$ cat config.mk
export PLATFORM = sky130hd
export DESIGN_NAME = cvt4_unit
export DESIGN_NICKNAME = d
export VERILOG_FILES = /design/src/rtl/cvt4_pkg.sv /design/src/rtl/cvt4_f2i_lane.sv /design/src/rtl/cvt4_i2f_lane.sv /design/src/rtl/cvt4_lane_sel.sv /design/src/rtl/cvt4_unit.sv
export SDC_FILE = /design/constraint.sdc
export NUM_CORES = 2
export LEC_CHECK = 0
export BUFFER_PORTS_ARGS = -buffer_cell sky130_fd_sc_hd__buf_2
export CAP_MARGIN = 20
export CORE_AREA = 3 3 399 401
export CTS_CLUSTER_DIAMETER = 60
export DETAILED_ROUTE_END_ITERATION = 7
export DIE_AREA = 0 0 402 404
export GPL_TIMING_DRIVEN = 0
export PLACE_DENSITY = 0.55
export SYNTH_ARGS = -nofsm -noshare
export SYNTH_HDL_FRONTEND = slang
export SYNTH_SLANG_ARGS = --single-unit
$ cat constraint.sdc
create_clock -name clk -period 5.45 [get_ports clk]
set_input_delay 0.8175 -clock clk [delete_from_list [all_inputs] [get_ports clk]]
set_output_delay 0.8175 -clock clk [all_outputs]
set_load 0.01 [all_outputs]
$ cat src/rtl/cvt4_pkg.sv
package cvt4_pkg;
  localparam int WORD_W = 32;
  localparam int EXP_W  = 8;
  localparam int MAN_W  = 23;
  localparam int OPC_W  = 6;
  localparam logic [OPC_W-1:0] OP_F2I = 6'h2E;
  localparam logic [OPC_W-1:0] OP_I2F = 6'h2D;
  localparam logic [WORD_W-1:0] S_MIN = 32'h8000_0000;
  localparam logic [WORD_W-1:0] S_MAX = 32'h7FFF_FFFF;
  localparam logic [WORD_W-1:0] U_MAX = 32'hFFFF_FFFF;

  function automatic logic [5:0] lead_zeros(input logic [WORD_W-1:0] v);
    logic [5:0] n;
    logic       hit;
    n   = '0;
    hit = 1'b0;
    for (int i = WORD_W - 1; i >= 0; i--) begin
      if (!hit) begin
        if (v[i]) hit = 1'b1;
        else      n = n + 6'd1;
      end
    end
    return n;
  endfunction
endpackage

$ cat src/rtl/cvt4_f2i_lane.sv
module cvt4_f2i_lane
  import cvt4_pkg::*;
(
  input  logic [WORD_W-1:0] src,
  input  logic              is_signed,
  input  logic              legacy,
  output logic [WORD_W-1:0] res
);
  logic                   sgn;
  logic [EXP_W-1:0]       ex;
  logic [MAN_W-1:0]       fr;
  logic                   nan_in;
  logic                   inf_in;
  logic signed [9:0]      ue;
  logic [MAN_W+WORD_W-1:0] wide;
  logic [WORD_W-1:0]      mag;

  always_comb begin
    sgn    = src[31];
    ex     = src[30:23];
    fr     = src[22:0];
    nan_in = (ex == 8'hFF) && (fr != '0);
    inf_in = (ex == 8'hFF) && (fr == '0);
    ue     = $signed({2'b00, ex}) - 10'sd127;
    wide   = {31'b0, 1'b1, fr} << ue[4:0];
    mag    = wide[MAN_W+WORD_W-1:MAN_W];
    res    = '0;
    if (nan_in) begin
      if (legacy) begin
        if (is_signed) res = sgn ? S_MIN : S_MAX;
        else           res = sgn ? '0 : U_MAX;
      end
    end else if (ex == '0) begin
      res = '0;
    end else if (is_signed) begin
      if (inf_in || ue >= 10'sd31) res = sgn ? S_MIN : S_MAX;
      else if (ue < 10'sd0)        res = '0;
      else                         res = sgn ? (~mag + 32'd1) : mag;
    end else begin
      if (sgn)                          res = '0;
      else if (inf_in || ue >= 10'sd32) res = U_MAX;
      else if (ue < 10'sd0)             res = '0;
      else                              res = mag;
    end
  end
endmodule

$ cat src/rtl/cvt4_i2f_lane.sv
module cvt4_i2f_lane
  import cvt4_pkg::*;
(
  input  logic [WORD_W-1:0] src,
  input  logic              is_signed,
  output logic [WORD_W-1:0] res
);
  logic              neg;
  logic [WORD_W-1:0] mag;
  logic [5:0]        lz;
  logic [WORD_W-1:0] norm;
  logic [EXP_W-1:0]  ex;
  logic [MAN_W-1:0]  man;
  logic              guard_b;
  logic              sticky_b;
  logic              up;
  logic [30:0]       body;

  always_comb begin
    neg      = is_signed & src[31];
    mag      = neg ? (~src + 32'd1) : src;
    lz       = lead_zeros(mag);
    norm     = mag << lz;
    ex       = 8'd158 - {2'b00, lz};
    man      = norm[30:8];
    guard_b  = norm[7];
    sticky_b = |norm[6:0];
    up       = guard_b & (sticky_b | man[0]);
    body     = {ex, man} + {30'b0, up};
    res      = (mag == '0) ? '0 : {neg, body};
  end
endmodule

$ cat src/rtl/cvt4_lane_sel.sv
module cvt4_lane_sel
  import cvt4_pkg::*;
#(
  parameter int LANES = 4
) (
  input  logic [WORD_W*LANES-1:0] per_lane,
  input  logic                    bcast,
  output logic [WORD_W*LANES-1:0] sel
);
  for (genvar g = 0; g < LANES; g++) begin : g_sel
    assign sel[g*WORD_W +: WORD_W] = bcast ? per_lane[WORD_W-1:0]
                                           : per_lane[g*WORD_W +: WORD_W];
  end
endmodule

$ cat src/rtl/cvt4_unit.sv
module cvt4_unit
  import cvt4_pkg::*;
#(
  parameter int LANES = 4
) (
  input  logic                    clk,
  input  logic                    rst_n,
  input  logic                    in_valid,
  output logic                    in_ready,
  input  logic [OPC_W-1:0]        in_opcode,
  input  logic                    in_signed,
  input  logic                    in_legacy,
  input  logic                    in_bcast,
  input  logic [WORD_W*LANES-1:0] in_data,
  output logic                    out_valid,
  input  logic                    out_ready,
  output logic [WORD_W*LANES-1:0] out_data
);
  localparam int VEC_W = WORD_W * LANES;

  logic             is_f2i;
  logic             known;
  logic             take;
  logic [VEC_W-1:0] f2i_vec;
  logic [VEC_W-1:0] i2f_vec;
  logic [VEC_W-1:0] pick_vec;
  logic [VEC_W-1:0] sel_vec;

  assign is_f2i   = (in_opcode == OP_F2I);
  assign known    = is_f2i || (in_opcode == OP_I2F);
  assign in_ready = !out_valid || out_ready;
  assign take     = in_valid && in_ready;

  for (genvar g = 0; g < LANES; g++) begin : g_lane
    cvt4_f2i_lane u_f2i (
      .src       (in_data[g*WORD_W +: WORD_W]),
      .is_signed (in_signed),
      .legacy    (in_legacy),
      .res       (f2i_vec[g*WORD_W +: WORD_W])
    );
    cvt4_i2f_lane u_i2f (
      .src       (in_data[g*WORD_W +: WORD_W]),
      .is_signed (in_signed),
      .res       (i2f_vec[g*WORD_W +: WORD_W])
    );
  end

  assign pick_vec = is_f2i ? f2i_vec : i2f_vec;

  cvt4_lane_sel #(.LANES(LANES)) u_sel (
    .per_lane (pick_vec),
    .bcast    (in_bcast),
    .sel      (sel_vec)
  );

  always_ff @(posedge clk or negedge rst_n) begin
    if (!rst_n) begin
      out_valid <= 1'b0;
      out_data  <= '0;
    end else if (take) begin
      out_valid <= known;
      if (known) out_data <= sel_vec;
    end else if (out_ready) begin
      out_valid <= 1'b0;
    end
  end
endmodule

; ---- After elaboration in Yosys (flattened, before gate mapping)
; Cells that the tools add are included.
; W data, S select, Z words.
[totals]
inputBits = 141
ff_bits = 129
output_inout_bits = 130
romBits = 0
mem_count = 0
latchBits = 0
ramBits = 0
[classes]
shifts = 8
eq_ne = 6
bitwise = 20
mux = 562
n_lt_le_gt_ge = 12
n_reduce_logical = 42
mul = 0
addsub = 144
n_div = 0
[ops]
columns = operator, n
row1 = $mux W32, 63
row2 = $mux W6, 248
row3 = $add A6 B1 Y6 const B, 120
row4 = $add A32 B1 Y32 const B, 8
row5 = $not A32 Y32, 8
row6 = $mux W1, 250
row7 = $shl A24 B5 Y55, 4
row8 = $logic_not A32 Y1, 4
row9 = $mux W128, 1
row10 = $shl A32 B6 Y31, 4
row11 = $add A31 B1 Y31, 4
row12 = $logic_not A23 Y1, 4
row13 = $reduce_bool A23 Y1, 4
row14 = $ge A10 B6 Y1 const B, 4
row15 = $ge A10 B7 Y1 const B, 4
row16 = $lt A10 B1 Y1 const B, 4
row17 = $sub A8 B7 Y9 const B, 4
row18 = $eq A8 B8 Y1 const B, 4
row19 = $logic_not A8 Y1, 4
row20 = $sub A8 B6 Y8 const A, 4
row21 = $reduce_or A7 Y1, 4
row22 = $eq A6 B6 Y1 const B, 2
row23 = $logic_or A1 B1 Y1, 10
row24 = $logic_and A1 B1 Y1, 9
row25 = 6 further kinds, 19

; ---- Logic depth before layout (Yosys ltp)
[logic_depth]
ltp_word = 105
depth_mapped = 114
ltp_nobuf = 110

; ---- By module
; A second synthesis with hierarchy kept.
[hier_totals]
hier_cells = 8394
area_unflattened_um2 = 60673.2
[modules_own_cells]
columns = module, area_per_inst_um2, cells_per_inst, instances, seq_area_each_um2
row1 = cvt4_i2f_lane, 9115.0, 1381, 4, 0.0
row2 = cvt4_f2i_lane, 3943.8, 578, 4, 0.0
row3 = cvt4_unit, 6835.3, 419, 1, 3228.1
row4 = cvt4_lane_sel, 1602.8, 139, 1, 0.0

; ---- Least setup slack after synthesis
; Ideal clock, no wire load.
[synth_path]
kind = in2reg
startpoint = input in_data[55]
endpoint = register out_data[58]
setup_slack_ps = -14571
setup_time_ps = 135
required_ps = 5315
stages = 108
t_arrival_ps = 19887
n_path_buf = 6
cell_sequence = clkbuf_1 > inv_1 > ha_1 > or4b_1 > or4_1 > or4_1 > a211o_1 > a211o_1 > buf_2 > and2_1 > ha_1 > nand2_1 > a21oi_1 > ha_1 > inv_1 > o221a_2 > nor2_1 > ha_1 > [... 72 more ...] > xor2_1 > clkbuf_1 > clkbuf_1 > a21oi_1 > mux2_2 > nor2_1 > a21oi_1 > nor3b_1 > ha_1 > nand2_1 > nor3_1 > and4b_1 > and2_1 > nand3_1 > nor3_1 > xnor2_1 > a221oi_1 > nor3_1
[synth_via]
elab_chain_cells = 105
elab_cells_between_ends = 168
[synth_lines]
columns = item, line
row1 = from (decl), cvt4_unit.sv:14  ; input logic [WORD_W*LANES-1:0] in_data,
row2 = $not A32 Y32, cvt4_i2f_lane.sv:21  ; mag = neg ? (~src + 32'd1) : src;
row3 = $add A32 B1 Y32, cvt4_i2f_lane.sv:21
row4 = $mux W32, cvt4_i2f_lane.sv:21
row5 = $mux W1, cvt4_pkg.sv:19  ; if (v[i]) hit = 1'b1;
row6 = $add A1 B1 Y2, cvt4_pkg.sv:20  ; else n = n + 6'd1;
row7 = $mux W6, cvt4_pkg.sv:19
row8 = $mux W6, cvt4_pkg.sv:18  ; if (!hit) begin
row9 = $add A6 B1 Y6, cvt4_pkg.sv:20
row10 = [... 89 more ...], --
row11 = $shl A32 B6 Y31, cvt4_i2f_lane.sv:23  ; norm = mag << lz;
row12 = $reduce_or A7 Y1, cvt4_i2f_lane.sv:27  ; sticky_b = |norm[6:0];
row13 = $or A1 B1 Y1, cvt4_i2f_lane.sv:28  ; up = guard_b & (sticky_b | man[0]);
row14 = $and A1 B1 Y1, cvt4_i2f_lane.sv:28
row15 = $add A31 B1 Y31, cvt4_i2f_lane.sv:29  ; body = {ex, man} + {30'b0, up};
row16 = $mux W32, cvt4_i2f_lane.sv:30  ; res = (mag == '0) ? '0 : {neg, body};
row17 = $mux W128 (*), cvt4_unit.sv:48  ; assign pick_vec = is_f2i ? f2i_vec : i2f_vec;
row18 = $mux W32 (*), cvt4_lane_sel.sv:11  ; assign sel[g*WORD_W +: WORD_W] = bcast ? per_lane[WORD_W-1:0]
row19 = to (signal assigned), cvt4_unit.sv:62  ; if (known) out_data <= sel_vec;
row20 = to (decl), cvt4_unit.sv:17  ; output logic [WORD_W*LANES-1:0] out_data
; Mark *: on every way between the ends. The rest lies on a longest branch, timed or not.
; A chain may end at the register's enable or synchronous reset.

; ---- Worst setup path after layout
[layout_path]
startpoint = input in_data[8]
endpoint = register out_data[114]
; Same word-level chain as after synthesis.

==> impl_results.md <==
- Chip Width: 402 um
- DRT antenna net count: 0
- Drt pass-1 iters: 8
- Placed cells: 10.5k
- Asr flop ratio synth: 1.00
- Worst Hold Class: in -> async
- 1st-iter DRT viols: 8183
- Setup Viol. Count Final: 128
- Worst Tran Pin Value: 1.26 ns
- Critical Path AT: 19.80 ns
- I/O pin count: 271
- WS Path Type: in -> reg
- Final Cycle Share: 3.56
- DRC: 0
- Synthesized area: 52800 sq um
- Vias per cell: 6.32
- Post-Synthesis Cells: 8164
- Seq/Total Area, Yosys: 0.0611
- Share of cells above drive strength 1: 0.194
- Max incr delay on CP: 0.56 ns
- Initial antenna violation count: 21
- Overflow after GRT: 0
- Largest net degree at the start of global routing: 78
- Synthesized flop and latch total: 129
- Row count: 145
- YS warnings: 0
- TritonCTS clock tree: yes
- Cell taking the most area after synthesis: nand2_1
- Max_slew headroom: 0.162
- Most common cell after layout, fill and taps aside: nand2_1
- Final net count: 9135
- Clk_lat worst skew: 0.50 ns
- R2R setup slack: 1.73 ns
- CTS Buf Count: 25
- Design Area, Final: 65800 sq um
- Global-route wire length before repair: 399 mm
- Crit-path leading delay family: simple AND/OR/NAND/NOR gates
- Top_reg_cell synth: dfrtp_1
- Die ar.: 162000 sq um
- # port buffers: 219
- Synth area leaders: nand2_1 (7.9%), a21oi_1 (7.4%), xnor2_1 (6.8%)
- Pre-CTS setup slack: -18.32 ns
- DP HPWL: 213 mm
- Sink Count: 129
- Worst Path Required: 5.83 ns
- Peak supply drop: 0.206 mV
- Status: finished with violations
- CP max stage cell: or4_4
- Most frequent cells in the layout: nand2_1 (1070), nor2_1 (867), a21oi_1 (696)
- P per Cell Area: 175 nW/um^2
- RD Place Congestion: 1.02
- Post-Syn Nets: 8465
- Area after DPL: 57800 sq um
- Slew Limit Fails: 0
- Yosys cell types: 139
- Maximum clock frequency: 0.0515 GHz
- Number of buffer and inverter stages on the critical path: 11
- Failing checks: setup timing
- Post-synth EDFFs: 0
- MaxCap Viol Count: 0
- Initial core utilization: 0.338
- Tmin final: 19.42 ns
- Area Growth Syn to Fin: 24.7%
- Via count: 69.0k
- Max FO, Critical Path: 9
- Clock Tree Root: clkbuf_16
- Synth Area per Inst: 6.47 sq um
- Fin. Hold Viols: 0
- Total GRT Usage: 0.313
- Post-Route WL: 273 mm
- Non-Filler Instances: 10.9k
- Final WS setup: -13.97 ns
- Core Footprint: 156000 sq um
- Worst Clk Skew: 0.0211 ns
- Crit end category: flip-flop
- Htree depth: 4
- Worst-case clock buffer depth: 3
- DR WL/cell: 25.0 um
- Reg clk slew, reported paths: 0.06 ns
- RSZ-0062 raised after global routing: yes
- Top-area cell type share of the netlist area: 0.0789
- Startpoint types: primary input
- Die Y: 404 um
- P_leak: 24.8 nW
- Vias in the first global route: 63.2k
[sequential cells by signal, summed over array words and instances, names as in the netlist]
| name | flops |
|---|---|
| out_valid | 1 |
| out_data | 128 |
[metal layers]
layer | GRT usage | share of wire
met5 | 0 | 0.00018
met4 | 0.103 | 0.038
met3 | 0.0931 | 0.11
met2 | 0.473 | 0.42
met1 | 0.422 | 0.43
[layout make-up]
class                      count  area (sq um)
inverter                     186           752
timing repair buffer         649          4770
buffer                       553          2820
sequential                   129          3230
multi-input combinational   7290         50900
clock inverter                 2          35.0
clock buffer                  30           694
fill                       16500         90200
antenna                       18          45.0
tap                         2058          2570
[worst register-to-register path: stages (launching register included)]
cell and delay, ns:
dfrtp_1 0.37, nand2b_1 0.13, nor2b_1 0.46, clkbuf_1 0.46, clkbuf_1 0.88, clkbuf_1 0.99, o21ai_4 0.24, nand2_1 0.13
[synth_stat cells, drive strengths merged, types with 69 or more instances]
master  instances
o22ai          72
nand4          88
dfrtp         129
nand2        1118
o31ai          96
nor3          245
mux2i         251
nor4           81
xnor2         419
nand2b         69
a21oi         780
xor2          278
and2           85
inv           177
nor2          929
ha            160
a31oi          94
o211ai         80
o21ai         723
buf           114
and3           89
nand3         289
clkbuf        445
or3           107
a211oi        114
[kinds of logic after synthesis]
kind of cell	synth area share
simple gates	0.311
compound gates	0.314
buf+inv	0.0556
xor+xnor	0.136
mux	0.0815
fa+ha+maj	0.0404
flops	0.0611
[repair_timing]
item / 4_1_cts / 5_1_grt
pin swaps: 254 / 229
endpoints found under the setup margin: 128 / 128
gates resized for setup: 511 / 338
setup buffers: 290 / 123
cloned: 3 / 1
hold buffers: 0 / 0
[report_power, final]
group          switching, mW  leakage (nW)  total (mW)  internal (mW)
registers              0.537          1.56        1.80           1.26
clock network          0.506         0.362        1.43          0.928
logic                   5.27          22.9        8.32           3.06
[stage by stage]
step                      setup TNS [ns]   util  power (mW)  hold slack [ns]
after floorplan                 -1538.47      -        6.19            0.507
after global placement          -2111.42  0.370        8.78            0.454
after detailed placement        -2129.04  0.370        8.80            0.460
after CTS                       -1660.69  0.407        10.8            0.303
after global routing            -1772.61  0.422        12.1            0.309
final                           -1671.73  0.422        11.6            0.284
[path summary, 6_finish.rpt]
| kind | end | startpoint | cells after the start |
|---|---|---|---|
| worst max-delay path | out_data[114] | in_data[8] | 106 |
| worst min-delay path | out_data[33] | rst_n | 1 |
| worst max register to register | out_data[24] | out_valid | 7 |
| worst min register to register | out_data[24] | out_data[24] | 2 |
| max in group asynchronous | out_valid | rst_n | 2 |
| min in group clk | out_data[24] | out_data[24] | 2 |
Note: power is estimated with default switching activity, not from simulation.
